==> config.mk <==
export PLATFORM = sky130hd
export DESIGN_NAME = irq_pin_service
export DESIGN_NICKNAME = d
export VERILOG_FILES = /design/src/rtl/irq_svc_pkg.sv /design/src/rtl/irq_req_unit.sv /design/src/rtl/irq_eoi_scan.sv /design/src/rtl/irq_msg_arb.sv /design/src/rtl/irq_pin_service.sv
export SDC_FILE = /design/constraint.sdc
export NUM_CORES = 1
export LEC_CHECK = 0
export ABC_AREA = 1
export BUFFER_PORTS_ARGS = -buffer_cell sky130_fd_sc_hd__buf_4
export CORE_MARGIN = 2
export CORE_UTILIZATION = 45
export DETAILED_ROUTE_END_ITERATION = 7
export PLACE_DENSITY = 0.75
export REMOVE_ABC_BUFFERS = 1
export SYNTH_ARGS = -nofsm -noshare
export SYNTH_HDL_FRONTEND = slang
export SYNTH_HIERARCHICAL = 1
export SYNTH_SLANG_ARGS = --single-unit
==> constraint.sdc <==
create_clock -name clk -period 4.8 [get_ports clk]
set_input_delay 0.48 -clock clk [delete_from_list [all_inputs] [get_ports clk]]
set_output_delay 0.48 -clock clk [all_outputs]
set_load 0.01 [all_outputs]
==> src/rtl/irq_svc_pkg.sv <==
package irq_svc_pkg;
   localparam logic TRIG_EDGE     = 1'b0;
   localparam logic TRIG_LEVEL    = 1'b1;
   localparam logic DEST_PHYSICAL = 1'b0;
   localparam logic [1:0] SHORT_NONE = 2'b00;
endpackage

==> src/rtl/irq_req_unit.sv <==
module irq_req_unit
   import irq_svc_pkg::*;
#(
   parameter int NUM_PINS = 8,
   localparam int PIN_W = $clog2(NUM_PINS)
) (
   input  logic                clk,
   input  logic                rst_n,
   input  logic                req_valid,
   input  logic [PIN_W-1:0]    req_pin,
   input  logic                req_level,
   input  logic [NUM_PINS-1:0] rt_pol,
   input  logic [NUM_PINS-1:0] rt_trig,
   input  logic [NUM_PINS-1:0] rirr,
   output logic [NUM_PINS-1:0] pend,
   output logic [NUM_PINS-1:0] svc_set,
   output logic                coal_valid,
   output logic [PIN_W-1:0]    coal_pin
);
   localparam logic [NUM_PINS-1:0] ONE = NUM_PINS'(1);

   logic eff;
   logic coal_now;

   // effective level after polarity
   assign eff = req_level ^ rt_pol[req_pin];

   always_comb begin
      svc_set  = '0;
      coal_now = 1'b0;
      if (req_valid && eff) begin
         if (rt_trig[req_pin] == TRIG_LEVEL) begin
            if (!rirr[req_pin]) svc_set = ONE << req_pin;
            else                coal_now = 1'b1;
         end else begin
            if (!pend[req_pin]) svc_set = ONE << req_pin;
            else                coal_now = 1'b1;
         end
      end
   end

   always_ff @(posedge clk or negedge rst_n) begin
      if (!rst_n) begin
         pend       <= '0;
         coal_valid <= 1'b0;
         coal_pin   <= '0;
      end else begin
         if (req_valid) pend[req_pin] <= eff;
         coal_valid <= coal_now;
         coal_pin   <= req_pin;
      end
   end
endmodule

==> src/rtl/irq_eoi_scan.sv <==
module irq_eoi_scan
   import irq_svc_pkg::*;
#(
   parameter int NUM_PINS = 8,
   parameter int VEC_W    = 8,
   localparam int PIN_W = $clog2(NUM_PINS)
) (
   input  logic                      clk,
   input  logic                      rst_n,
   input  logic                      eoi_valid,
   input  logic [VEC_W-1:0]          eoi_vector,
   input  logic                      eoi_level,
   input  logic [NUM_PINS*VEC_W-1:0] rt_vector,
   input  logic [NUM_PINS-1:0]       rt_mask,
   input  logic [NUM_PINS-1:0]       pend,
   output logic                      busy,
   output logic [NUM_PINS-1:0]       ack,
   output logic [NUM_PINS-1:0]       rirr_clr,
   output logic [NUM_PINS-1:0]       svc_set
);
   localparam logic [NUM_PINS-1:0] ONE  = NUM_PINS'(1);
   localparam logic [PIN_W-1:0]    LAST = PIN_W'(NUM_PINS - 1);

   logic [PIN_W-1:0] idx_q;
   logic [VEC_W-1:0] vec_q;
   logic             lvl_q;
   logic             hit;
   logic [NUM_PINS-1:0] sel;

   assign sel = ONE << idx_q;
   assign hit = busy && (rt_vector[idx_q*VEC_W +: VEC_W] == vec_q);

   always_comb begin
      ack      = hit ? sel : '0;
      rirr_clr = (hit && lvl_q == TRIG_LEVEL) ? sel : '0;
      svc_set  = (hit && lvl_q == TRIG_LEVEL && !rt_mask[idx_q] && pend[idx_q]) ? sel : '0;
   end

   always_ff @(posedge clk or negedge rst_n) begin
      if (!rst_n) begin
         busy  <= 1'b0;
         idx_q <= '0;
         vec_q <= '0;
         lvl_q <= 1'b0;
      end else if (!busy) begin
         if (eoi_valid) begin
            busy  <= 1'b1;
            idx_q <= '0;
            vec_q <= eoi_vector;
            lvl_q <= eoi_level;
         end
      end else begin
         if (idx_q == LAST) busy <= 1'b0;
         idx_q <= idx_q + 1'b1;
      end
   end
endmodule

==> src/rtl/irq_msg_arb.sv <==
module irq_msg_arb
   import irq_svc_pkg::*;
#(
   parameter int NUM_PINS  = 8,
   parameter int VEC_W     = 8,
   parameter int DEST_W    = 8,
   parameter int DLV_W     = 3,
   parameter bit FIXED_EN  = 1'b1,
   parameter int FIXED_PIN = 0,
   localparam int PIN_W = $clog2(NUM_PINS)
) (
   input  logic                       clk,
   input  logic                       rst_n,
   input  logic [NUM_PINS-1:0]        svc_pend,
   input  logic                       stall,
   input  logic [NUM_PINS*VEC_W-1:0]  rt_vector,
   input  logic [NUM_PINS*DEST_W-1:0] rt_dest,
   input  logic [NUM_PINS*DLV_W-1:0]  rt_dlv,
   input  logic [NUM_PINS-1:0]        rt_logical,
   input  logic [NUM_PINS-1:0]        rt_trig,
   input  logic [NUM_PINS-1:0]        rt_mask,
   input  logic [DEST_W-1:0]          boot_id,
   input  logic                       msg_ready,
   output logic [NUM_PINS-1:0]        svc_clr,
   output logic [NUM_PINS-1:0]        rirr_set,
   output logic                       msg_valid,
   output logic [DEST_W-1:0]          msg_dest,
   output logic [VEC_W-1:0]           msg_vector,
   output logic                       msg_logical,
   output logic                       msg_trig,
   output logic [DLV_W-1:0]           msg_dlv
);
   localparam logic [NUM_PINS-1:0] ONE = NUM_PINS'(1);

   logic [PIN_W-1:0] pick;
   logic             go;
   logic             take;
   logic             forced;
   logic [DEST_W-1:0] dest_sel;
   logic              logical_sel;

   // lowest set index wins
   always_comb begin
      pick = '0;
      for (int i = NUM_PINS - 1; i >= 0; i--) begin
         if (svc_pend[i]) pick = PIN_W'(i);
      end
   end

   assign go   = (|svc_pend) && !stall && (!msg_valid || msg_ready);
   assign take = go && !rt_mask[pick];

   generate
      if (FIXED_EN) begin : g_fixed
         assign forced = (pick == PIN_W'(FIXED_PIN));
      end else begin : g_free
         assign forced = 1'b0;
      end
   endgenerate

   assign dest_sel    = forced ? boot_id : rt_dest[pick*DEST_W +: DEST_W];
   assign logical_sel = forced ? DEST_PHYSICAL : rt_logical[pick];

   always_comb begin
      svc_clr  = go ? (ONE << pick) : '0;
      rirr_set = (take && rt_trig[pick] == TRIG_LEVEL) ? (ONE << pick) : '0;
   end

   always_ff @(posedge clk or negedge rst_n) begin
      if (!rst_n) begin
         msg_valid   <= 1'b0;
         msg_dest    <= '0;
         msg_vector  <= '0;
         msg_logical <= 1'b0;
         msg_trig    <= 1'b0;
         msg_dlv     <= '0;
      end else if (take) begin
         msg_valid   <= 1'b1;
         msg_dest    <= dest_sel;
         msg_vector  <= rt_vector[pick*VEC_W +: VEC_W];
         msg_logical <= logical_sel;
         msg_trig    <= rt_trig[pick];
         msg_dlv     <= rt_dlv[pick*DLV_W +: DLV_W];
      end else if (msg_ready) begin
         msg_valid <= 1'b0;
      end
   end
endmodule

==> src/rtl/irq_pin_service.sv <==
module irq_pin_service
   import irq_svc_pkg::*;
#(
   parameter int NUM_PINS  = 8,
   parameter int VEC_W     = 8,
   parameter int DEST_W    = 8,
   parameter int DLV_W     = 3,
   parameter bit FIXED_EN  = 1'b1,
   parameter int FIXED_PIN = 0
) (
   input  logic                             clk,
   input  logic                             rst_n,
   input  logic                             req_valid,
   input  logic [$clog2(NUM_PINS)-1:0]      req_pin,
   input  logic                             req_level,
   input  logic [NUM_PINS*VEC_W-1:0]        rt_vector,
   input  logic [NUM_PINS*DEST_W-1:0]       rt_dest,
   input  logic [NUM_PINS*DLV_W-1:0]        rt_dlv,
   input  logic [NUM_PINS-1:0]              rt_logical,
   input  logic [NUM_PINS-1:0]              rt_trig,
   input  logic [NUM_PINS-1:0]              rt_pol,
   input  logic [NUM_PINS-1:0]              rt_mask,
   input  logic [DEST_W-1:0]                boot_id,
   input  logic                             eoi_valid,
   input  logic [VEC_W-1:0]                 eoi_vector,
   input  logic                             eoi_level,
   output logic                             eoi_busy,
   output logic [NUM_PINS-1:0]              eoi_ack,
   output logic                             msg_valid,
   input  logic                             msg_ready,
   output logic [DEST_W-1:0]                msg_dest,
   output logic [VEC_W-1:0]                 msg_vector,
   output logic                             msg_logical,
   output logic                             msg_trig,
   output logic [DLV_W-1:0]                 msg_dlv,
   output logic                             msg_assert,
   output logic [1:0]                       msg_short,
   output logic                             coal_valid,
   output logic [$clog2(NUM_PINS)-1:0]      coal_pin,
   output logic [NUM_PINS-1:0]              remote_irr
);
   generate
      if (NUM_PINS < 2 || NUM_PINS > 64 || (NUM_PINS & (NUM_PINS - 1)) != 0) begin : g_bad_pins
         $error("NUM_PINS must be a power of two between 2 and 64");
      end
      if (FIXED_PIN < 0 || FIXED_PIN >= NUM_PINS) begin : g_bad_fixed
         $error("FIXED_PIN outside the pin range");
      end
      if (VEC_W < 1 || DEST_W < 1 || DLV_W < 1) begin : g_bad_width
         $error("field widths must be positive");
      end
   endgenerate

   logic [NUM_PINS-1:0] pend;
   logic [NUM_PINS-1:0] svc_pend;
   logic [NUM_PINS-1:0] req_svc_set;
   logic [NUM_PINS-1:0] scan_svc_set;
   logic [NUM_PINS-1:0] scan_rirr_clr;
   logic [NUM_PINS-1:0] arb_svc_clr;
   logic [NUM_PINS-1:0] arb_rirr_set;

   irq_req_unit #(.NUM_PINS(NUM_PINS)) u_req (
      .clk        (clk),
      .rst_n      (rst_n),
      .req_valid  (req_valid),
      .req_pin    (req_pin),
      .req_level  (req_level),
      .rt_pol     (rt_pol),
      .rt_trig    (rt_trig),
      .rirr       (remote_irr),
      .pend       (pend),
      .svc_set    (req_svc_set),
      .coal_valid (coal_valid),
      .coal_pin   (coal_pin)
   );

   irq_eoi_scan #(.NUM_PINS(NUM_PINS), .VEC_W(VEC_W)) u_scan (
      .clk        (clk),
      .rst_n      (rst_n),
      .eoi_valid  (eoi_valid),
      .eoi_vector (eoi_vector),
      .eoi_level  (eoi_level),
      .rt_vector  (rt_vector),
      .rt_mask    (rt_mask),
      .pend       (pend),
      .busy       (eoi_busy),
      .ack        (eoi_ack),
      .rirr_clr   (scan_rirr_clr),
      .svc_set    (scan_svc_set)
   );

   irq_msg_arb #(
      .NUM_PINS(NUM_PINS), .VEC_W(VEC_W), .DEST_W(DEST_W), .DLV_W(DLV_W),
      .FIXED_EN(FIXED_EN), .FIXED_PIN(FIXED_PIN)
   ) u_arb (
      .clk         (clk),
      .rst_n       (rst_n),
      .svc_pend    (svc_pend),
      .stall       (eoi_busy),
      .rt_vector   (rt_vector),
      .rt_dest     (rt_dest),
      .rt_dlv      (rt_dlv),
      .rt_logical  (rt_logical),
      .rt_trig     (rt_trig),
      .rt_mask     (rt_mask),
      .boot_id     (boot_id),
      .msg_ready   (msg_ready),
      .svc_clr     (arb_svc_clr),
      .rirr_set    (arb_rirr_set),
      .msg_valid   (msg_valid),
      .msg_dest    (msg_dest),
      .msg_vector  (msg_vector),
      .msg_logical (msg_logical),
      .msg_trig    (msg_trig),
      .msg_dlv     (msg_dlv)
   );

   assign msg_assert = 1'b1;
   assign msg_short  = SHORT_NONE;

   // new service needs win over the arbiter's clear in the same cycle
   always_ff @(posedge clk or negedge rst_n) begin
      if (!rst_n) begin
         svc_pend   <= '0;
         remote_irr <= '0;
      end else begin
         svc_pend   <= (svc_pend & ~arb_svc_clr) | req_svc_set | scan_svc_set;
         remote_irr <= (remote_irr & ~scan_rirr_clr) | arb_rirr_set;
      end
   end
endmodule

==> results.md <==
Setup path:
- The capturing element type of the critical path is an output port.
- Data on the critical path is required at its endpoint by roughly 4.3 ns.
- The worst endpoint data arrival time is a little under 3 ns.
- The critical path startpoint is u_scan/idx_q[1].
- The kind of critical path is flip-flop to output port.
- The startpoint of the most critical register-to-register path is svc_pend[0].
- Along the worst path, the maximum fanout reaches 23.
- The worst setup path is launched from a flip-flop.

Run status:
- The flow ran to the end, and the final reports show no timing, DRC or antenna violations.

Clock tree:
- The count of buffers added by post-CTS timing repair for setup is 0.
- TritonCTS built the clock tree.
- The maximum level of the CTS H-tree is 3.
- The clock latency on the worst-skew pair is ~0.33 ns.
- The clock input transition at the sequential cells of the worst setup and hold paths is about 0.060 ns.
- The number of buffers inserted for hold repair after clock tree synthesis is 0.
- The number of buffers inserted during clock tree synthesis is 9.
- The number of clock sinks is 63.
- The maximum count of clock buffers along a single path is 2.
- The post-cts repair resize count is 0.
- The cell chosen for the clock root is sky130_fd_sc_hd__clkbuf_16.

Synthesis:
- By instance count, the leading cell after synthesis is sky130_fd_sc_hd__nand2_1.
- During synthesis, Yosys emitted a total of 6 warnings.
- The share of async-settable or async-resettable flops after synthesis is 100%.
- Of all cell types, the one taking the most synthesized area is sky130_fd_sc_hd__nand2_1.
- Each instance of the synthesized netlist takes up on average roughly 5.5 µm².
- Yosys mapped the design onto 37 distinct sky130hd cell types.
- The mapped netlist covers ~6300 µm².
- For this run, the leading register cell type out of synthesis is sky130_fd_sc_hd__dfrtp_1.
- The top-area cell type share of the netlist area is between 20% and 30%.
- The commonest cells after synthesis are sky130_fd_sc_hd__nand2_1, sky130_fd_sc_hd__nor2_1, sky130_fd_sc_hd__inv_1, sky130_fd_sc_hd__nand3_1, sky130_fd_sc_hd__dfrtp_1.
- The part of the Yosys area used for sequential elements is between 20% and 30%.
- The synthesized design contains 0 enable-type register cells.
- Synthesis produced a netlist whose cell count is approximately 1,100.
- Sorting the synthesized cells by area gives the leading types as sky130_fd_sc_hd__nand2_1, sky130_fd_sc_hd__dfrtp_1, sky130_fd_sc_hd__nor2_1.
- The number of flip-flops and latches in the synthesized netlist is 63.

Final layout:
- The synthesis-to-finish area growth is 33.5%.
- In the final layout, the share of cells above drive strength 1 is roughly 23%.
- In the final design database the tool counted between 1,500 and 2,000 nets.
- The count of inserted antenna diode cells is 0.
- The final instance area is around 8400 µm².

Detailed routing:
- The number of DRC markers in iteration 0 is 573.
- In the final routed layout, each cell accounts on average for ~14 µm.
- The post-detailed-route via-to-cell ratio is around 5.
- The count of TritonRoute iterations in the first routing pass is 5.
- The count of nets left with antenna violations once routing finished came out at 0.
- The final route contains between 7,000 and 8,000 vias.
- The total wire length after detailed routing is around 22 mm.
- The post-detailed-route DRC marker count is 0.

Power and ir drop:
- The static leakage power is just under 0.005 µW.
- The total power divided by cell area is about 630 nW/µm².
- The maximum vdd ir drop is 0.000322 V.

Flow run:
- The count of maximum capacitance violations is 0.

STA:
- The number of hold violations in the final report was 0.
- The worst hold slack is 0.252 ns.
- The timing-limited maximum frequency is a little under 300 MHz.
- Setup violations remaining at the end of the flow were counted as 0.
- The final-report max-slew violation count is 0.
- The worst clock skew is 0.00800 ns.
- Setup repair after global routing left no endpoint under its margin.
- The time the final worst path needs with I/O delays and setup is ~3.4 ns.
- The transition time at the pin with the least slew margin is approximately 1.1 ns.
- In this run the tightest slew margin relative to its limit is between 20% and 30%.
- The share of the cycle needed by the critical path after routing is a little over two thirds.
- Setup total negative slack on the finished layout was measured at 0 ns.

Hold path:
- The class of the tightest hold or removal check is primary input to asynchronous set/reset pin.

Die:
- The overall die width is roughly 120 µm.
- The initial cell density of the core is 45.5%.
- The area of the core region is 13,800 µm².
- The die area is 14,900 µm².
- The count of pins on the block boundary is around 260.
- The floorplan has between 40 and 50 rows.
- The floorplan step set the die height to ~120 µm.

Global route:
- Entering global routing, the biggest net connects 64 pins.
- The total grt overflow is 0.
- The first global-routing pass estimated between 30 and 40 mm of wire.
- The number of antenna violations at the first check in global routing was 0.
- Global routing used 29.3% of the available tracks.
- The number of global-route vias before repair is around 6,800.

Placed design:
- The placer's final routability congestion estimate is between 0.9 and 1.
- The HPWL after detailed placement is roughly 15 mm.
- Port buffering added between 200 and 250 buffers.
- After detailed placement, the total cell area comes to between 8000 and 9000 µm².
[report_power, final]
group | switching (µW) | internal, µW | total (µW) | leakage [µW]
registers | 179 | 753 | 932 | 0.000772
logic | 2390 | 1170 | 3560 | 0.00394
clock network | 253 | 503 | 757 | 0.000158
[kinds of logic after synthesis]
| group | share of synthesized area, % |
|---|---|
| buf+inv | 14.5 |
| flops | 25.1 |
| other cells | 0.120 |
| compound gates | 4.45 |
| simple gates | 53.9 |
| mux | 0.718 |
| fa+ha+maj | 1.20 |
[layer usage]
metal	vias to the layer above	track usage [%]	wire, µm
met4	0	9.05	518
met2	334	50.3	10400
li1	3853	-	-
met5	-	0	0
met1	3413	37.5	9190
met3	40	5.24	1910
[critical path: stages (launching register included)]
cell,delay (ns)
sky130_fd_sc_hd__dfrtp_1,0.35
sky130_fd_sc_hd__buf_4,0.23
sky130_fd_sc_hd__inv_1,0.68
sky130_fd_sc_hd__nor2_1,0.11
sky130_fd_sc_hd__o21ai_1,0.11
sky130_fd_sc_hd__nand3_1,0.13
sky130_fd_sc_hd__nand2_1,0.10
sky130_fd_sc_hd__nand2_1,0.05
sky130_fd_sc_hd__nand2_1,0.05
sky130_fd_sc_hd__nand2_1,0.10
sky130_fd_sc_hd__nor2_4,0.22
sky130_fd_sc_hd__nand2_2,0.17
sky130_fd_sc_hd__nor2_1,0.13
sky130_fd_sc_hd__buf_4,0.13
[flip-flops by register name, indices dropped and copies added (netlist names)]
name,cells
remote_irr,8
u_req/coal_pin,3
u_arb/msg_logical,1
u_scan/vec_q,8
u_arb/msg_vector,8
u_req/coal_valid,1
u_arb/msg_dest,8
svc_pend,8
u_scan/idx_q,3
u_arb/msg_trig,1
u_scan/busy,1
u_arb/msg_valid,1
u_req/pend,8
u_scan/lvl_q,1
u_arb/msg_dlv,3
[per-stage QoR]
step	setup slack [ns]	instances	utilization, %	total power, µW
final	1.43	1525	60.8	5250
after global routing	1.13	1525	60.8	5740
after CTS	1.46	1525	60.8	5230
after detailed placement	1.82	1510	58.4	4460
after global placement	1.84	1510	58.4	4420
after floorplan	1.37	1082	-	3260
[final cells by class]
| class | instances | area [µm²] |
|---|---|---|
| Fill cell | 1421 | 5400 |
| Multi-Input combinational cell | 864 | 3790 |
| Timing Repair Buffer | 248 | 1860 |
| Sequential cell | 63 | 1580 |
| Inverter | 155 | 584 |
| Clock buffer | 9 | 225 |
| Tap cell | 180 | 225 |
| Clock inverter | 6 | 110 |
[cells in the final DEF, fill, tap and decap left out, drive strengths merged, types with 6 or more instances in the layout]
cell type and n:
buf 248, nand3 101, dfrtp 63, nand4 16, ha 6, a21oi 12
inv 155, nand2 511, nor3 16, nor2 155, o21ai 26, clkbuf 9
[path summary, 6_finish.rpt]
| check | endpoint | slack (ns) | cells past startpoint |
|---|---|---|---|
| max | eoi_ack[3] | 1.43 | 13 |
| min | u_req/coal_pin[1] | 0.25 | 1 |
| max reg2reg | u_arb/msg_dest[2] | 1.99 | 9 |
| min reg2reg | u_arb/msg_dest[5] | 0.48 | 2 |
| max in group asynchronous | u_scan/vec_q[6] | 3.97 | 1 |
| min in group clk | u_req/coal_pin[2] | 0.33 | 1 |
Power figures use the tool's default switching activity.
